$ cat src/rtl/mbt_pkg.sv
package mbt_pkg;

    localparam int AD_W = 32;
    localparam int BE_W = 4;

    localparam logic [BE_W-1:0] CMD_READ  = 4'b0110;
    localparam logic [BE_W-1:0] CMD_WRITE = 4'b0111;

    typedef enum logic [1:0] {
        ST_IDLE  = 2'd0,
        ST_DATA  = 2'd1,
        ST_DRAIN = 2'd2
    } tgt_state_e;

    typedef struct packed {
        logic hit;
        logic rd;
    } claim_t;

    function automatic logic even_par(input logic [AD_W-1:0] ad, input logic [BE_W-1:0] cbe);
        return ^{ad, cbe};
    endfunction

    function automatic logic [AD_W-1:0] merge_bytes(input logic [AD_W-1:0] old_w,
                                                    input logic [AD_W-1:0] new_w,
                                                    input logic [BE_W-1:0] be_n);
        logic [AD_W-1:0] res;
        res = old_w;
        for (int b = 0; b < BE_W; b++) begin
            if (!be_n[b]) res[8*b +: 8] = new_w[8*b +: 8];
        end
        return res;
    endfunction

endpackage

$ cat src/rtl/mbt_decode.sv
module mbt_decode
    import mbt_pkg::*;
#(
    parameter logic [AD_W-1:0] BASE_ADDR = 32'h0000_1000,
    parameter int              WORDS     = 8,
    localparam int             IDXW      = $clog2(WORDS),
    localparam int             LOW       = IDXW + 2
) (
    input  logic [AD_W-1:2] word_addr,
    input  logic [BE_W-1:0] cmd,
    output claim_t          claim,
    output logic [IDXW-1:0] start_idx
);
    logic in_win;

    assign in_win          = (word_addr[AD_W-1:LOW] == BASE_ADDR[AD_W-1:LOW]);
    assign claim.rd        = (cmd == CMD_READ);
    assign claim.hit       = in_win && ((cmd == CMD_READ) || (cmd == CMD_WRITE));
    assign start_idx       = word_addr[LOW-1:2];
endmodule

$ cat src/rtl/mbt_regfile.sv
module mbt_regfile
    import mbt_pkg::*;
#(
    parameter int  WORDS = 8,
    localparam int IDXW  = $clog2(WORDS)
) (
    input  logic            clk,
    input  logic            rst,
    input  logic            we,
    input  logic [IDXW-1:0] idx,
    input  logic [AD_W-1:0] wdata,
    input  logic [BE_W-1:0] be_n,
    output logic [AD_W-1:0] rdata
);
    logic [AD_W-1:0]  mem [WORDS];
    logic [WORDS-1:0] wsel;

    for (genvar w = 0; w < WORDS; w++) begin : g_sel
        assign wsel[w] = we && (idx == IDXW'(w));
    end

    always_ff @(posedge clk) begin
        if (rst) begin
            for (int w = 0; w < WORDS; w++) mem[w] <= '0;
        end else begin
            for (int w = 0; w < WORDS; w++) begin
                if (wsel[w]) mem[w] <= merge_bytes(mem[w], wdata, be_n);
            end
        end
    end

    assign rdata = mem[idx];
endmodule

$ cat src/rtl/mbt_parity.sv
module mbt_parity
    import mbt_pkg::*;
(
    input  logic            clk,
    input  logic            rst,
    input  logic            rd_xfer,
    input  logic            wr_xfer,
    input  logic [AD_W-1:0] rd_word,
    input  logic [AD_W-1:0] wr_word,
    input  logic [BE_W-1:0] cbe_n,
    input  logic            par_in,
    output logic            par_out,
    output logic            par_oe,
    output logic            perr_n
);
    logic rd_pend, rd_par;
    logic wr_pend, wr_par;
    logic err_q;

    always_ff @(posedge clk) begin
        if (rst) begin
            rd_pend <= 1'b0;
            rd_par  <= 1'b0;
            wr_pend <= 1'b0;
            wr_par  <= 1'b0;
            err_q   <= 1'b0;
        end else begin
            rd_pend <= rd_xfer;
            rd_par  <= even_par(rd_word, cbe_n);
            wr_pend <= wr_xfer;
            wr_par  <= even_par(wr_word, cbe_n);
            err_q   <= wr_pend && (par_in != wr_par);
        end
    end

    assign par_oe  = rd_pend;
    assign par_out = rd_par;
    assign perr_n  = !err_q;
endmodule

$ cat src/rtl/mux_bus_target.sv
module mux_bus_target
    import mbt_pkg::*;
#(
    parameter logic [AD_W-1:0] BASE_ADDR = 32'h0000_1000,
    parameter int              WORDS     = 8,
    localparam int             IDXW      = $clog2(WORDS),
    localparam logic [IDXW-1:0] LAST     = IDXW'(WORDS - 1)
) (
    input  logic            clk,
    input  logic            rst,
    input  logic            frame_n,
    input  logic            irdy_n,
    input  logic [AD_W-1:0] ad_in,
    input  logic [BE_W-1:0] cbe_n,
    input  logic            par_in,
    output logic [AD_W-1:0] ad_out,
    output logic            ad_oe,
    output logic            par_out,
    output logic            par_oe,
    output logic            devsel_n,
    output logic            trdy_n,
    output logic            stop_n,
    output logic            perr_n
);
    tgt_state_e      state;
    logic [IDXW-1:0] idx;
    logic            is_rd;
    claim_t          claim;
    logic [IDXW-1:0] start_idx;
    logic [AD_W-1:0] rdata;
    logic            in_data, xfer;

    mbt_decode #(.BASE_ADDR(BASE_ADDR), .WORDS(WORDS)) u_dec (
        .word_addr (ad_in[AD_W-1:2]),
        .cmd       (cbe_n),
        .claim     (claim),
        .start_idx (start_idx)
    );

    assign in_data = (state == ST_DATA);
    assign xfer    = in_data && !irdy_n;

    always_ff @(posedge clk) begin
        if (rst) begin
            state <= ST_IDLE;
            idx   <= '0;
            is_rd <= 1'b0;
        end else begin
            unique case (state)
                ST_IDLE: if (!frame_n) begin
                    idx   <= start_idx;
                    is_rd <= claim.rd;
                    state <= claim.hit ? ST_DATA : ST_DRAIN;
                end
                ST_DATA: if (xfer) begin
                    idx <= idx + 1'b1;
                    if (frame_n)          state <= ST_IDLE;
                    else if (idx == LAST) state <= ST_DRAIN;
                end
                ST_DRAIN: if (frame_n && irdy_n) state <= ST_IDLE;
                default: state <= ST_IDLE;
            endcase
        end
    end

    mbt_regfile #(.WORDS(WORDS)) u_rf (
        .clk   (clk),
        .rst   (rst),
        .we    (xfer && !is_rd),
        .idx   (idx),
        .wdata (ad_in),
        .be_n  (cbe_n),
        .rdata (rdata)
    );

    mbt_parity u_par (
        .clk     (clk),
        .rst     (rst),
        .rd_xfer (xfer && is_rd),
        .wr_xfer (xfer && !is_rd),
        .rd_word (ad_out),
        .wr_word (ad_in),
        .cbe_n   (cbe_n),
        .par_in  (par_in),
        .par_out (par_out),
        .par_oe  (par_oe),
        .perr_n  (perr_n)
    );

    assign devsel_n = !in_data;
    assign trdy_n   = !in_data;
    assign stop_n   = !(in_data && (idx == LAST));
    assign ad_oe    = in_data && is_rd;
    assign ad_out   = ad_oe ? rdata : '0;
endmodule

$ cat config.mk
export PLATFORM = sky130hd
export DESIGN_NAME = mux_bus_target
export DESIGN_NICKNAME = d
export VERILOG_FILES = /design/src/rtl/mbt_pkg.sv /design/src/rtl/mbt_decode.sv /design/src/rtl/mbt_regfile.sv /design/src/rtl/mbt_parity.sv /design/src/rtl/mux_bus_target.sv
export SDC_FILE = /design/constraint.sdc
export NUM_CORES = 1
export LEC_CHECK = 0
export BUFFER_PORTS_ARGS = -buffer_cell sky130_fd_sc_hd__buf_2
export CAP_MARGIN = 20
export CORE_ASPECT_RATIO = 0.75
export CORE_UTILIZATION = 55
export CTS_CLUSTER_SIZE = 28
export DETAILED_ROUTE_END_ITERATION = 8
export PLACE_DENSITY_LB_ADDON = 0.1
export RECOVER_POWER = 100
export SLEW_MARGIN = 20
export SYNTH_ARGS = -nofsm -noshare
export SYNTH_HDL_FRONTEND = slang
export SYNTH_SLANG_ARGS = --single-unit
$ cat constraint.sdc
create_clock -name clk -period 3.94 [get_ports clk]
set_clock_uncertainty 0.1 [all_clocks]
set_input_delay 0.788 -clock clk [delete_from_list [all_inputs] [get_ports clk]]
set_output_delay 0.788 -clock clk [all_outputs]
set_load 0.1 [all_outputs]
Yosys cells after proc, flatten, opt, wreduce, memory -nomap -nowiden
Memories as Yosys holds them, arrays and structs flattened. A register that Yosys moved wholly into a read port is not among the register bits. Cells that the tools add are included.

RAM bits: 256. Bits of input ports: 41. Bits in latches: 0. Register bits after elaboration: 11. Memories kept: 1. Output and inout port bits: 39. Word-level logic and storage cells: 321. ROM bits: 0.

Memory list: u_rf.mem (words 8, bits a word 32, read ports 1, clocked after Yosys merged registers in 1, write ports 8, RTL line mbt_regfile.sv:15) `logic [AD_W-1:0] mem [WORDS];`.

Mux-type cells: 167. Bitwise logic cells: 33. Eq/ne operators: 49. Multiply operators: 0. $lt $le $gt $ge: 0. $add $sub $neg: 1. Divide/modulo/power cells: 0. Reduce and logical (&&, ||, !) cells: 62. Shift-type cells: 0.

Operators with widths (number): 8-bit two-way mux (128); 3-bit inequality test, second input constant (32); 36-bit parity (2); 2-bit AND reduction (33); 32-bit two-way mux (1); 1-bit OR (32); 27-bit by 8-bit == test with 1-bit output, second input constant (1); 1-bit two-way mux (26); 1-bit logical AND (16); 3-bit == test, second input constant (4); 2-bit two-way mux (6); 3-bit two-way mux (4); 4-bit by 3-bit == test with 1-bit output, second input constant (2); 3-bit by 2-bit == test with 1-bit output, second input constant (2); 2-bit case mux with 3 select lines (1); 3-bit case mux with 2 select lines (1); 1-bit zero test (5); 2-bit inequality test, second input constant (2); 4-bit AND reduction (1); 3-bit by 1-bit adder with 3-bit output, second input constant (1); 3-bit by 1-bit == test with 1-bit output, second input constant (1); 3-bit zero test (1); 3-bit by 2-bit inequality test with 1-bit output, second input constant (1); 3-bit AND reduction (1); other kinds (8) (8).

Depth between registers and ports, before layout
Gate-level depths: netlist (run 1).

Depth in word-level cells: 9. Depth in mapped cells: 13. Mapped depth without buffers: 9.

Modules after synthesis
A second synthesis (run 1) with hierarchy kept.

Cell total of the unflattened synthesis: 986. Area, all modules: 13274.0 um^2.

Modules (own cells, without submodules): mbt_regfile (seq. area each 7687.4 um^2, cells each 805, instances 1, area each 11730.0 um^2); mbt_parity (seq. area each 100.1 um^2, cells each 77, instances 1, area each 772.0 um^2); mux_bus_target (seq. area each 120.1 um^2, cells each 88, instances 1, area each 668.1 um^2); mbt_decode (seq. area each 0.0 um^2, cells each 16, instances 1, area each 103.8 um^2).

Least setup slack after synthesis (run 1)
Ideal clock, no wire load.

Kind: register to output. Start point: register with a tool-made name. End point: output ad_out[12]. Path slack: -301 ps. Data required time: 3052 ps. Path buffers: 6. Stages on the path, launching flop included: 10. Arrival time: 3353 ps. Path through: dfxtp_1 > buf_6 > buf_6 > buf_8 > buf_2 > buf_2 > buf_2 > mux4_2 > nand2_1 > a21oi_1.

RTL lines: end: declaration (RTL line mux_bus_target.sv:16) `output logic [AD_W-1:0] ad_out,`.

==> parameters.txt, run 1 <==
Parameter                              Value

STA
  Share of the cycle needed by the critical path after routing ... 93.73%
  Final critical-path required period ... approximately 3700 ps
  Count of endpoints failing hold in the final timing report ... 0
  Hold slack ... roughly 360 ps
  Setup repair after global routing missed its margin ... false
  Transition time at the pin with the least slew margin ... 1747 ps
  Total count of max-transition violations in the final report ... 75
  Final setup fails ... 0
  Setup TNS ... 0 ps
  PnR worst setup slack ... between 200 and 250 ps
  Max_slew headroom ... -16.44%
  Max Clock Freq ... 0.2708 GHz

Logic synthesis
  Total standard cell area after synthesis ... 0.01366 mm2
  Yosys top cell by area ... sky130_fd_sc_hd__edfxtp_1
  Top cell types by occurrence after synthesis ... sky130_fd_sc_hd__edfxtp_1, sky130_fd_sc_hd__and2_1, sky130_fd_sc_hd__xnor2_1
  Post-Syn Area per Cell ... 14.22 um2
  Proportion of netlist area held by the largest area contributor ... a little under three fifths
  Most used standard cell by instance count after synthesis ... sky130_fd_sc_hd__edfxtp_1
  Fraction of the yosys area taken by sequential cells ... between 50 and 60%
  Count of distinct cell types in the synthesized netlist ... 48
  Synth top area cells ... sky130_fd_sc_hd__edfxtp_1, sky130_fd_sc_hd__mux4_2, sky130_fd_sc_hd__and2_1, sky130_fd_sc_hd__xnor2_1, sky130_fd_sc_hd__xor2_1
  FFs w/ async S/R, synth ... 0%
  Total nets after synthesis ... just over 1k
  Synthesized netlist cell count ... 961
  Post-synth top flop ... sky130_fd_sc_hd__edfxtp_1
  Number of warnings printed during yosys synthesis ... 0
  Number of storage elements in the synthesis netlist ... 270
  Number of enable-type register cells in the synthesized netlist ... 256

Placed design
  Number of port buffers ... 79
  Number of placed instances with taps included ... 1374
  Final weighted congestion in routability-driven placement ... 0.8466
  Pre-CTS setup slack ... 562.3 ps
  HPWL after detailed placement ... 23930 um

Power and ir drop
  Clock group share of total power ... 43.4%
  Net switching share of the total power ... 22.32%
  Cell internal pwr ... between 5 and 6 mW
  Static Leak ... between 5 and 6 nW
  Sw power ... 1.612 mW
  Power per unit of standard cell area ... around 460 mW/mm2
  Sequential share of power ... 46.5%
  Proportion of power drawn by combinational gates ... a little over 10%
  Peak ir drop on the vdd network ... around 390 uV

Run status
  Violated checks ... max-capacitance violations, max-slew violations
  Outcome ... complete, but fails checks

Detailed routing
  Starting DRC count in detailed routing ... 770
  Via/cell ratio ... 5.822
  ANT nets after route ... 0
  Drt drc ... 0
  Wirelength per Cell ... ~25 um
  Total via count after detailed routing ... slightly above 8k
  Aggregate routed wire length ... 35070 um
  Pre-Repair DR Iteration Count ... 4

Die
  Die height ... 138.5 um
  Ports ... 80
  Total Die Area ... 0.02548 mm2
  Die X-Extent ... 184.0 um
  Core region area ... 0.02416 mm2
  Initial Utilization ... 56.56%
  Placement Rows ... between 40 and 50

Global routing
  GRT Residual Overflow ... 0
  Met3 GRT Util ... between 4 and 5%
  Via count of the first global-routing pass ... 8136
  Met1 track utilization from global routing ... between 40 and 50%
  Busiest layer in global routing ... met2
  Largest net degree at the start of global routing ... 75
  GRT Total Usage ... 28.20%
  Global routing met2 resource utilization ... 44.24%
  Antenna violations before repair ... 0
  First-pass GRT wire length ... between 50000 and 60000 um

Critical path
  Cell with the largest stage delay on the worst path ... sky130_fd_sc_hd__mux4_2
  Worst path buffer plus inverter count ... 2
  Crit start category ... flip-flop
  Chain of cells forming the critical path ... clkbuf_2 -> mux4_2 -> nand2_1 -> a21oi_1 -> clkbuf_2
  Cell repeated most along the worst path ... sky130_fd_sc_hd__clkbuf_2
  Max Fanout on Critical Path ... 18
  Delay contributed by the slowest stage of the critical path ... roughly 630 ps
  Family with the most delay on the worst path ... buffers and inverters
  Nature of the critical path endpoint ... output pin
  Endpoint arrival time on the critical path ... 2800 ps
  Required arrival time at the worst endpoint ... 3050 ps
  Critical path type ... flip-flop to output pin
  Slack of the worst reg-to-reg path ... 310 ps
  Count of cells along the worst register-to-register path ... 8
  Destination of the worst register-to-register timing path ... u_rf.mem[5][1]
  Critical R2R Launch ... state[0]

CTS
  Number of buffers between clock root and the deepest sink ... 3
  Number of post-CTS setup repair buffers ... 0
  Cts bufs inserted ... 28
  Clock sink total ... between 200 and 300
  CTS tree ... yes
  Clock H-tree levels ... 1
  Worst-skew pair later-pin latency ... between 500 and 600 ps
  CTS Hold Bufs ... 0
  Clock transition at path regs ... 60 ps
  # resized after CTS ... 0
  Clock tree root buffer cell ... sky130_fd_sc_hd__clkbuf_16

Finish
  Synthesis-to-finish area growth ... 14.20%
  Diode insertion count for antenna repair ... 0
  Final Non-Filler Cells ... roughly 1.4k
  Fill cell total of the finished layout ... between 1.5k and 2k
  Total number of nets in the final design ... 1123
  Fraction of layout instances using a drive strength above 1 ... 21.00%

Min path
  Worst Hold Depth ... 1
  Worst Hold Class ... flip-flop to flip-flop
  Launch point of the worst hold path ... u_par.wr_pend
  Sink of the worst hold path ... u_par.err_q

Job
  Number of maximum-capacitance constraint violations ... 1
-- layout make-up --
class	count	area (um2)	area share, %
clock buffer	30	729.5	4.676
clock inverter	22	377.9	2.422
inverter	10	37.54	0.2406
multi-input combinational	640	5430	34.81
sequential	270	7976	51.13
tap	331	414.1	2.655
timing repair buffer	123	635.6	4.074
-- sequential cells by signal, indices dropped and copies added (netlist names), named ones only --
name	flops
u_par.err_q	1
u_par.par_out	1
u_par.par_oe	1
is_rd	1
u_par.wr_par	1
state	2
u_par.wr_pend	1
idx	3
u_rf.mem	256
-- how the worst max path moves through the flow --
stage	from	slack, ps	cells past startpoint	end
after floorplan	flip-flop	150	8	ad_out[13]
after global placement	flip-flop	680	9	u_par.par_out
after detailed placement	flip-flop	560	10	u_par.par_out
after CTS	flip-flop	240	6	ad_out[12]
after global routing	state[0]	90	9	u_rf.mem[2][14]
final	flip-flop	250	5	ad_out[13]
-- worst register-to-register path, stage by stage (launching register included) --
cell and delay (ps):
sky130_fd_sc_hd__dfxtp_1 420, sky130_fd_sc_hd__nor2b_1 340, sky130_fd_sc_hd__inv_1 210, sky130_fd_sc_hd__nor4_1 210, sky130_fd_sc_hd__clkbuf_1 300, sky130_fd_sc_hd__nand3_1 360
sky130_fd_sc_hd__nor2_1 180, sky130_fd_sc_hd__clkbuf_1 450, sky130_fd_sc_hd__or2_0 690
-- power by group through the flow --
stage / Clock (mW) / Combinational (mW) / Sequential, mW
floorplan: 0 / 0.539 / 3.38
global placement: 0 / 0.734 / 3.41
detailed placement: 0 / 0.740 / 3.42
CTS: 3.16 / 0.744 / 3.36
global route: 3.25 / 0.785 / 3.37
finish: 3.13 / 0.732 / 3.36
-- metrics by stage --
stage | power [mW] | utilization [%] | area, um2
final | 7.223 | 64.59 | 15600
after global routing | 7.409 | 64.59 | 15600
after CTS | 7.261 | 65.08 | 15720
after detailed placement | 4.158 | 60.50 | 14610
after global placement | 4.148 | 60.50 | 14610
after floorplan | 3.916 | - | 13710
-- cells by family after synthesis --
group / count (synthesis) / share of synthesized area [%]
buf+inv: 51 / 2.317
xor+xnor: 109 / 7.308
compound gates: 60 / 2.628
flops: 270 / 58.32
mux: 81 / 13.01
simple gates: 381 / 15.59
fa+ha+maj: 9 / 0.8243
-- routing by layer --
layer / part of all wire, % / vias up
met3: 7.2 / 28
met5: 0 / -
met2: 47 / 301
met4: 1.3 / 0
li1: - / 3726
met1: 45 / 4247
-- layout by cell type, fill, tap and decap left out, types with 3 or more instances in the layout --
cell	n
sky130_fd_sc_hd__edfxtp_1	256
sky130_fd_sc_hd__and2_1	99
sky130_fd_sc_hd__and2_0	94
sky130_fd_sc_hd__xnor2_1	68
sky130_fd_sc_hd__mux4_2	63
sky130_fd_sc_hd__nand2_1	60
sky130_fd_sc_hd__nor2_1	47
sky130_fd_sc_hd__buf_2	47
sky130_fd_sc_hd__xor2_1	38
sky130_fd_sc_hd__clkbuf_1	37
sky130_fd_sc_hd__nor2b_1	33
sky130_fd_sc_hd__clkbuf_16	29
sky130_fd_sc_hd__clkbuf_2	24
sky130_fd_sc_hd__a21oi_1	16
sky130_fd_sc_hd__or2_0	16
sky130_fd_sc_hd__a21oi_2	14
sky130_fd_sc_hd__buf_4	12
sky130_fd_sc_hd__mux4_1	11
sky130_fd_sc_hd__dfxtp_1	11
sky130_fd_sc_hd__bufinv_16	10
sky130_fd_sc_hd__o21ai_0	9
sky130_fd_sc_hd__ha_1	9
sky130_fd_sc_hd__inv_1	8
sky130_fd_sc_hd__or2_2	8
sky130_fd_sc_hd__o21bai_1	8
sky130_fd_sc_hd__mux2i_1	7
sky130_fd_sc_hd__nor4_1	6
sky130_fd_sc_hd__clkinv_2	6
sky130_fd_sc_hd__nand3_1	5
sky130_fd_sc_hd__clkinv_4	4
sky130_fd_sc_hd__a221oi_1	3
sky130_fd_sc_hd__nor4b_1	3
No activity file was read; power rests on OpenSTA's default activity.
==> run 2: changes to the inputs <==
SYNTH_HIERARCHICAL = 1   (was not set)
==> parameters.txt, run 2 <==
Parameter                              Value

Finish
  Register with the most flip-flops ... u_rf/mem
  Largest registers ranked by flip-flop count ... u_rf/mem (256), idx (3), state (2)
  Design Area, Final ... 0.01499 mm2
  Diode insertion count for antenna repair ... 0
  Commonest non-fill, non-tap cell in the layout ... sky130_fd_sc_hd__edfxtp_1
  Storage cell area ... 0.007914 mm2
  Total number of nets in the final design ... 1111
  Multi-input logic area ... 0.004932 mm2
  Synthesis-to-finish area growth ... 12.91%
  Fill cell total of the finished layout ... 1829
  Most frequent cells in the layout ... sky130_fd_sc_hd__edfxtp_1, sky130_fd_sc_hd__and2_1, sky130_fd_sc_hd__and2_0
  Max FFs per register ... between 200 and 300
  Fraction of layout instances using a drive strength above 1 ... 23.85%

Critical path
  Nature of the critical path endpoint ... output pin
  Critical path type ... flip-flop to output pin
  Required arrival time at the worst endpoint ... roughly 3100 ps
  Destination of the worst register-to-register timing path ... u_rf/mem[1][21]
  Cell depth of the worst setup path ... 6
  Slack of the worst reg-to-reg path ... between 200 and 300 ps
  Chain of cells forming the critical path ... buf_4 -> nor2_1 -> buf_4 -> a221oi_1 -> and3_1 -> clkbuf_2
  Cell repeated most along the worst path ... sky130_fd_sc_hd__buf_4
  Worst path buffer plus inverter count ... 3
  Worst setup startpoint ... idx[2]
  Endpoint arrival time on the critical path ... between 2000 and 3000 ps
  Critical R2R Launch ... state[0]
  Count of cells along the worst register-to-register path ... 6
  Delay contributed by the slowest stage of the critical path ... 490 ps
  Crit start category ... flip-flop
  Cell with the largest stage delay on the worst path ... sky130_fd_sc_hd__dfxtp_2
  Family with the most delay on the worst path ... buffers and inverters
  Max Fanout on Critical Path ... 24

STA
  Total count of max-transition violations in the final report ... 43
  PnR worst setup slack ... 95.72 ps
  Transition time at the pin with the least slew margin ... 2173 ps
  Max_slew headroom ... -44.88%
  Max Clock Freq ... roughly 0.26 GHz
  Setup repair after global routing missed its margin ... false
  Final critical-path required period ... ~3800 ps
  Share of the cycle needed by the critical path after routing ... 97.57%
  Final setup fails ... 0
  Setup TNS ... 0 ps
  Count of endpoints failing hold in the final timing report ... 0

Detailed routing
  Wirelength per Cell ... roughly 24 um
  Pre-Repair DR Iteration Count ... 7
  Total via count after detailed routing ... 8340
  ANT nets after route ... 0
  Starting DRC count in detailed routing ... ~870
  Via/cell ratio ... about 6.0
  Aggregate routed wire length ... approximately 34000 um
  Drt drc ... 0

Global routing
  Via count of the first global-routing pass ... about 7.9k
  GRT Residual Overflow ... 0
  GRT Total Usage ... 27.17%
  First-pass GRT wire length ... 49370 um
  Largest net degree at the start of global routing ... 43
  Antenna violations before repair ... 2

Logic synthesis
  FFs w/ async S/R, synth ... 0%
  Fraction of the yosys area taken by sequential cells ... roughly 60%
  Number of warnings printed during yosys synthesis ... 6
  Count of distinct cell types in the synthesized netlist ... 53
  Yosys top cell by area ... sky130_fd_sc_hd__edfxtp_1
  Top cell types by occurrence after synthesis ... sky130_fd_sc_hd__edfxtp_1, sky130_fd_sc_hd__and2_1, sky130_fd_sc_hd__mux2_2
  Post-synth top flop ... sky130_fd_sc_hd__edfxtp_1
  Synthesized netlist cell count ... 986
  Most used standard cell by instance count after synthesis ... sky130_fd_sc_hd__edfxtp_1
  Number of enable-type register cells in the synthesized netlist ... ~260
  Total nets after synthesis ... 1029
  Total standard cell area after synthesis ... ~0.013 mm2
  Synth top area cells ... sky130_fd_sc_hd__edfxtp_1, sky130_fd_sc_hd__and2_1, sky130_fd_sc_hd__mux2_2, sky130_fd_sc_hd__xnor2_1, sky130_fd_sc_hd__o22ai_1
  Number of storage elements in the synthesis netlist ... 267
  Post-Syn Area per Cell ... 13.46 um2
  Proportion of netlist area held by the largest area contributor ... between 50 and 60%

Run status
  Outcome ... complete, but fails checks
  Violated checks ... max-capacitance violations, max-slew violations

Placed design
  Number of port buffers ... 79
  HPWL after detailed placement ... 22660 um
  Post-place instance area ... 0.01424 mm2
  Pre-CTS setup slack ... roughly 420 ps
  Final weighted congestion in routability-driven placement ... 0.8501

Die
  Die X-Extent ... 181.4 um
  Total Die Area ... 0.02477 mm2
  Core region area ... 0.02336 mm2
  Ports ... 80
  Initial Utilization ... between 50% and 60%
  Placement Rows ... 48
  Die height ... 136.5 um

CTS
  Worst-skew pair later-pin latency ... 540 ps
  CTS tree ... yes
  Cts bufs inserted ... 28
  Clock H-tree levels ... 1
  Clock tree root buffer cell ... sky130_fd_sc_hd__clkbuf_16
  Number of buffers between clock root and the deepest sink ... 3
  Clock transition at path regs ... 60 ps
  Clock sink total ... 267

Min path
  Launch point of the worst hold path ... u_par/wr_pend
  Sink of the worst hold path ... u_par/err_q
  Worst Hold Class ... flip-flop to flip-flop
  Worst Hold Depth ... 1

Power and ir drop
  Peak ir drop on the vdd network ... 334.7 uV
  Static Leak ... 5.453 nW
  Power per unit of standard cell area ... approximately 450 mW/mm2

Job
  Number of maximum-capacitance constraint violations ... 1
run 2: per-stage QoR:
step	utilization (%)	instances	total power [mW]	hold WS, ps
2_1_floorplan	-	986	3.793	338.9
3_3_place_gp	60.94	1337	4.037	355.4
3_5_place_dp	60.94	1337	4.045	353.9
4_1_cts	65.19	1389	6.829	364.4
5_1_grt	64.15	1390	6.981	371.4
6_report	64.15	1390	6.807	361.4
run 2: how the worst max path moves through the flow:
stage	slack [ps]	to
2_1_floorplan	400	u_par/par_out
3_5_place_dp	420	u_par/par_out
5_1_grt	30	u_rf/mem[4][11]
3_3_place_gp	410	u_par/par_out
4_1_cts	20	ad_out[11]
6_report	100	ad_out[11]
run 2: area by class of cell:
| class | count | share of cell area [%] |
|---|---|---|
| sequential | 267 | 52.80 |
| multi-input combinational | 660 | 32.91 |
| clock buffer | 35 | 5.192 |
| timing repair buffer | 107 | 5.059 |
| tap | 300 | 2.504 |
| clock inverter | 17 | 1.436 |
| inverter | 4 | 0.1002 |
run 2: per-layer routing:
| layer | up-vias | track usage (%) | part of all wire (%) |
|---|---|---|---|
| met2 | 345 | 40.34 | 43 |
| met5 | - | 0 | 0 |
| li1 | 3804 | - | - |
| met4 | 0 | 5.461 | 1.6 |
| met1 | 4152 | 42.57 | 47 |
| met3 | 39 | 3.805 | 7.7 |
run 2: report_power, final:
group / total, mW / internal [mW] / leakage, nW / switching (mW)
clock network: 2.82 / 1.72 / 0.486 / 1.10
registers: 3.28 / 3.23 / 2.70 / 0.0523
logic: 0.703 / 0.286 / 2.27 / 0.416
total: 6.81 / 5.24 / 5.45 / 1.56
run 2: cell families (layout without fill, tap and decap cells):
family	after synthesis	in the layout	share of synthesized area (%)
AND/OR/NAND/NOR	389	389	18.93
flip-flops	267	267	59.57
AO/OA/AOI/OAI	111	111	5.976
multiplexers	96	96	8.370
XOR/XNOR	62	62	4.506
buffers and inverters	59	163	2.460
adder cells (fa/ha/maj)	2	2	0.1885
run 2: timing repair:
action | in CTS | in global routing
buffers inserted | 0 | 1
gates resized for setup | 0 | 0
setup endpoints to repair | 0 | 1
hold buffers | 0 | 0
run 2: worst register-to-register path, stage by stage (launching register included):
cell and delay (ps):
sky130_fd_sc_hd__dfxtp_1 510, sky130_fd_sc_hd__nor2b_1 240, sky130_fd_sc_hd__inv_2 110, sky130_fd_sc_hd__nor3_1 930, sky130_fd_sc_hd__or4b_1 620, sky130_fd_sc_hd__nor2_1 520, sky130_fd_sc_hd__or2_2 360
==> run 3: changes to the inputs <==
--- a/config.mk
+++ b/config.mk
@@ -6,4 +6,5 @@
 export NUM_CORES = 1
 export LEC_CHECK = 0
+export ABC_AREA = 1
 export BUFFER_PORTS_ARGS = -buffer_cell sky130_fd_sc_hd__buf_2
 export CAP_MARGIN = 20
==> constraint.sdc (replaced) <==
create_clock -name clk -period 3.94 [get_ports clk]
set_clock_uncertainty 0.1 [all_clocks]
set_input_delay 0.985 -clock clk [delete_from_list [all_inputs] [get_ports clk]]
set_output_delay 0.985 -clock clk [all_outputs]
set_load 0.1 [all_outputs]
==> parameters.txt, run 3 <==
Parameter                              Value

Finish
  Synthesis-to-finish area growth ... 10.66%
  Largest registers ranked by flip-flop count ... u_rf/mem (256), idx (3), state (2)
  Fraction of layout instances using a drive strength above 1 ... 8.779%
  Design Area, Final ... 0.01575 mm2
  Register with the most flip-flops ... u_rf/mem
  Most frequent cells in the layout ... sky130_fd_sc_hd__nand2_1, sky130_fd_sc_hd__nor2_1, sky130_fd_sc_hd__edfxtp_1
  Commonest non-fill, non-tap cell in the layout ... sky130_fd_sc_hd__nand2_1
  Core occupancy in the finished layout ... 62.62%
  Total number of nets in the final design ... 1857
  Max FFs per register ... 256
  Diode insertion count for antenna repair ... 0

Critical path
  Critical path type ... flip-flop to output pin
  Chain of cells forming the critical path ... buf_4 -> nand2_1 -> nand2_1 -> nand2_1 -> nand2_1 -> inv_1 -> nor2_1 -> clkbuf_4
  Cell repeated most along the worst path ... sky130_fd_sc_hd__nand2_1
  Delay contributed by the slowest stage of the critical path ... 810 ps
  Max Fanout on Critical Path ... 29
  Cell with the largest stage delay on the worst path ... sky130_fd_sc_hd__dfxtp_2
  Nature of the critical path endpoint ... output pin
  Required arrival time at the worst endpoint ... ~2900 ps
  Crit start category ... flip-flop
  Endpoint arrival time on the critical path ... 2710 ps

CTS
  CTS tree ... yes
  Worst-skew pair later-pin latency ... 540 ps
  Number of post-CTS setup repair buffers ... 0
  Clock H-tree levels ... 1
  Number of buffers between clock root and the deepest sink ... 3
  Cts bufs inserted ... 27
  Clock tree root buffer cell ... sky130_fd_sc_hd__clkbuf_16
  Clock sink total ... between 200 and 300
  Clock transition at path regs ... 60 ps

Min path
  Worst Hold Class ... flip-flop to flip-flop

Logic synthesis
  Yosys top cell by area ... sky130_fd_sc_hd__edfxtp_1
  Number of storage elements in the synthesis netlist ... 267
  Synthesized netlist cell count ... 1755
  Fraction of the yosys area taken by sequential cells ... 55.57%
  Most used standard cell by instance count after synthesis ... sky130_fd_sc_hd__nand2_1
  Total standard cell area after synthesis ... 0.01423 mm2
  Number of enable-type register cells in the synthesized netlist ... 256
  Number of warnings printed during yosys synthesis ... 6
  FFs w/ async S/R, synth ... 0%
  Post-synth top flop ... sky130_fd_sc_hd__edfxtp_1
  Total nets after synthesis ... 1798
  Count of distinct cell types in the synthesized netlist ... 29
  Proportion of netlist area held by the largest area contributor ... between 50% and 60%
  Top cell types by occurrence after synthesis ... sky130_fd_sc_hd__nand2_1, sky130_fd_sc_hd__nor2_1, sky130_fd_sc_hd__edfxtp_1
  Post-Syn Area per Cell ... a little over 8 um2
  Synth top area cells ... sky130_fd_sc_hd__edfxtp_1, sky130_fd_sc_hd__nand2_1, sky130_fd_sc_hd__nor2_1, sky130_fd_sc_hd__inv_1, sky130_fd_sc_hd__nand2_4

Run status
  Outcome ... complete, but fails checks
  Violated checks ... max-capacitance violations, max-slew violations

Detailed routing
  Aggregate routed wire length ... ~35000 um
  Drt drc ... 0
  Starting DRC count in detailed routing ... around 800
  Pre-Repair DR Iteration Count ... 8
  ANT nets after route ... 0
  Via/cell ratio ... 5.198
  Total via count after detailed routing ... 11.29k
  Wirelength per Cell ... 16.19 um

Global routing
  Largest net degree at the start of global routing ... 134
  GRT Residual Overflow ... 0
  Via count of the first global-routing pass ... between 10k and 15k
  First-pass GRT wire length ... approximately 56000 um
  GRT Total Usage ... 26.75%
  Antenna violations before repair ... 0

Power and ir drop
  Total power draw ... between 7 and 8 mW
  Peak ir drop on the vdd network ... between 300 and 400 uV
  Static Leak ... 7.540 nW
  Power per unit of standard cell area ... 486.7 mW/mm2
  Sequential share of power ... 43.5%
  Net switching share of the total power ... a little under a third
  Sw power ... 2.329 mW
  Cell internal pwr ... 5.336 mW
  Clock group share of total power ... between 30 and 40%
  Proportion of power drawn by combinational gates ... 21.1%

Placed design
  Number of port buffers ... 79
  Post-place instance area ... 0.01530 mm2
  HPWL after detailed placement ... 23130 um
  Final weighted congestion in routability-driven placement ... 0.8265
  Pre-CTS setup slack ... 741.7 ps

STA
  PnR worst setup slack ... 146.7 ps
  Total count of max-transition violations in the final report ... 38
  Count of endpoints failing hold in the final timing report ... 0
  Share of the cycle needed by the critical path after routing ... between 90% and 100%
  Max Clock Freq ... between 0.2 and 0.3 GHz
  Setup repair after global routing missed its margin ... false
  Max_slew headroom ... -29.07%
  Transition time at the pin with the least slew margin ... 1936 ps
  Final setup fails ... 0
  Final critical-path required period ... 3793 ps
  Setup TNS ... 0 ps

Die
  Ports ... 80
  Total Die Area ... 0.02653 mm2
  Placement Rows ... 50
  Die X-Extent ... 187.7 um
  Die height ... between 100 and 150 um
  Initial Utilization ... 56.59%
  Core region area ... between 0.02 and 0.03 mm2

Job
  Number of maximum-capacitance constraint violations ... 1
[run 3: changes by cell type in the layout (fill, tap and decap cells not counted), moves of 19 or more]
cell                       delta
sky130_fd_sc_hd__a211oi_1    -22
sky130_fd_sc_hd__and2_0      -79
sky130_fd_sc_hd__and2_1     -113
sky130_fd_sc_hd__and3_1      -32
sky130_fd_sc_hd__clkbuf_2    -20
sky130_fd_sc_hd__clkbuf_4    +19
sky130_fd_sc_hd__inv_1      +112
sky130_fd_sc_hd__mux2_2      -72
sky130_fd_sc_hd__nand2_1    +874
sky130_fd_sc_hd__nor2_1     +277
sky130_fd_sc_hd__nor2b_1     -41
sky130_fd_sc_hd__o22ai_1     -54
sky130_fd_sc_hd__or2_2       -21
sky130_fd_sc_hd__xnor2_1     -27
[run 3: path summary, 6_finish.rpt]
path | slack, ps | cells past startpoint | endpoint | start
setup / recovery | 150 | 8 | ad_out[31] | idx[1]
hold / removal | 350 | 1 | u_par/err_q | u_par/wr_par
setup reg to reg | 270 | 10 | u_rf/mem[0][25] | state[0]
hold reg to reg | 350 | 1 | u_par/err_q | u_par/wr_par
[run 3: what timing repair did]
item,4_1_cts,5_1_grt
setup endpoints to repair,0,5
resized for setup,0,2
hold buffers,0,0
[run 3: layer usage]
| layer | track usage (%) | routed length (um) | part of all wire, % | vias up |
|---|---|---|---|---|
| met5 | 0 | 0 | 0 | - |
| met4 | 6.247 | 688 | 2.0 | 0 |
| met3 | 3.018 | 2312 | 6.6 | 53 |
| met2 | 42.28 | 15880 | 45 | 375 |
| met1 | 39.80 | 16270 | 46 | 5315 |
| li1 | - | - | - | 5548 |
[run 3: logic make-up (layout without fill, tap and decap cells)]
kind of cell,count (synthesis),in the layout,share of synthesized area [%]
AO/OA/AOI/OAI,18,18,0.6595
XOR/XNOR,41,41,2.523
adder cells (fa/ha/maj),2,2,0.1758
buffers and inverters,189,268,5.987
flip-flops,267,267,55.57
AND/OR/NAND/NOR,1238,1238,35.09
[run 3: power by group through the flow]
stage,Sequential [mW],Clock (mW),Combinational [mW]
after floorplan,3.38,0,1.25
after global placement,3.39,0,1.62
after detailed placement,3.40,0,1.64
after CTS,3.34,2.75,1.65
after global routing,3.35,2.86,1.82
final,3.34,2.71,1.61
[run 3: cell type report]
class / instances / area [um2]
clock buffer: 35 / 735.7
clock inverter: 14 / 206.4
fill: 2272 / 9402
inverter: 125 / 474.2
multi-input combinational: 1299 / 5295
sequential: 267 / 7913
tap: 338 / 422.9
timing repair buffer: 94 / 700.7
[run 3: worst max-delay path: cells and delay by family, from the launching register on]
kind	cells	cell delay (ps)
flops	1	810
buf+inv	3	820
simple gates	5	540
[run 3: per-stage QoR]
step / hold slack (ps) / instances
4_1_cts: 351.0 / 2172
2_1_floorplan: 306.6 / 1755
3_5_place_dp: 335.8 / 2123
5_1_grt: 378.1 / 2172
6_report: 350.0 / 2172
3_3_place_gp: 347.3 / 2123
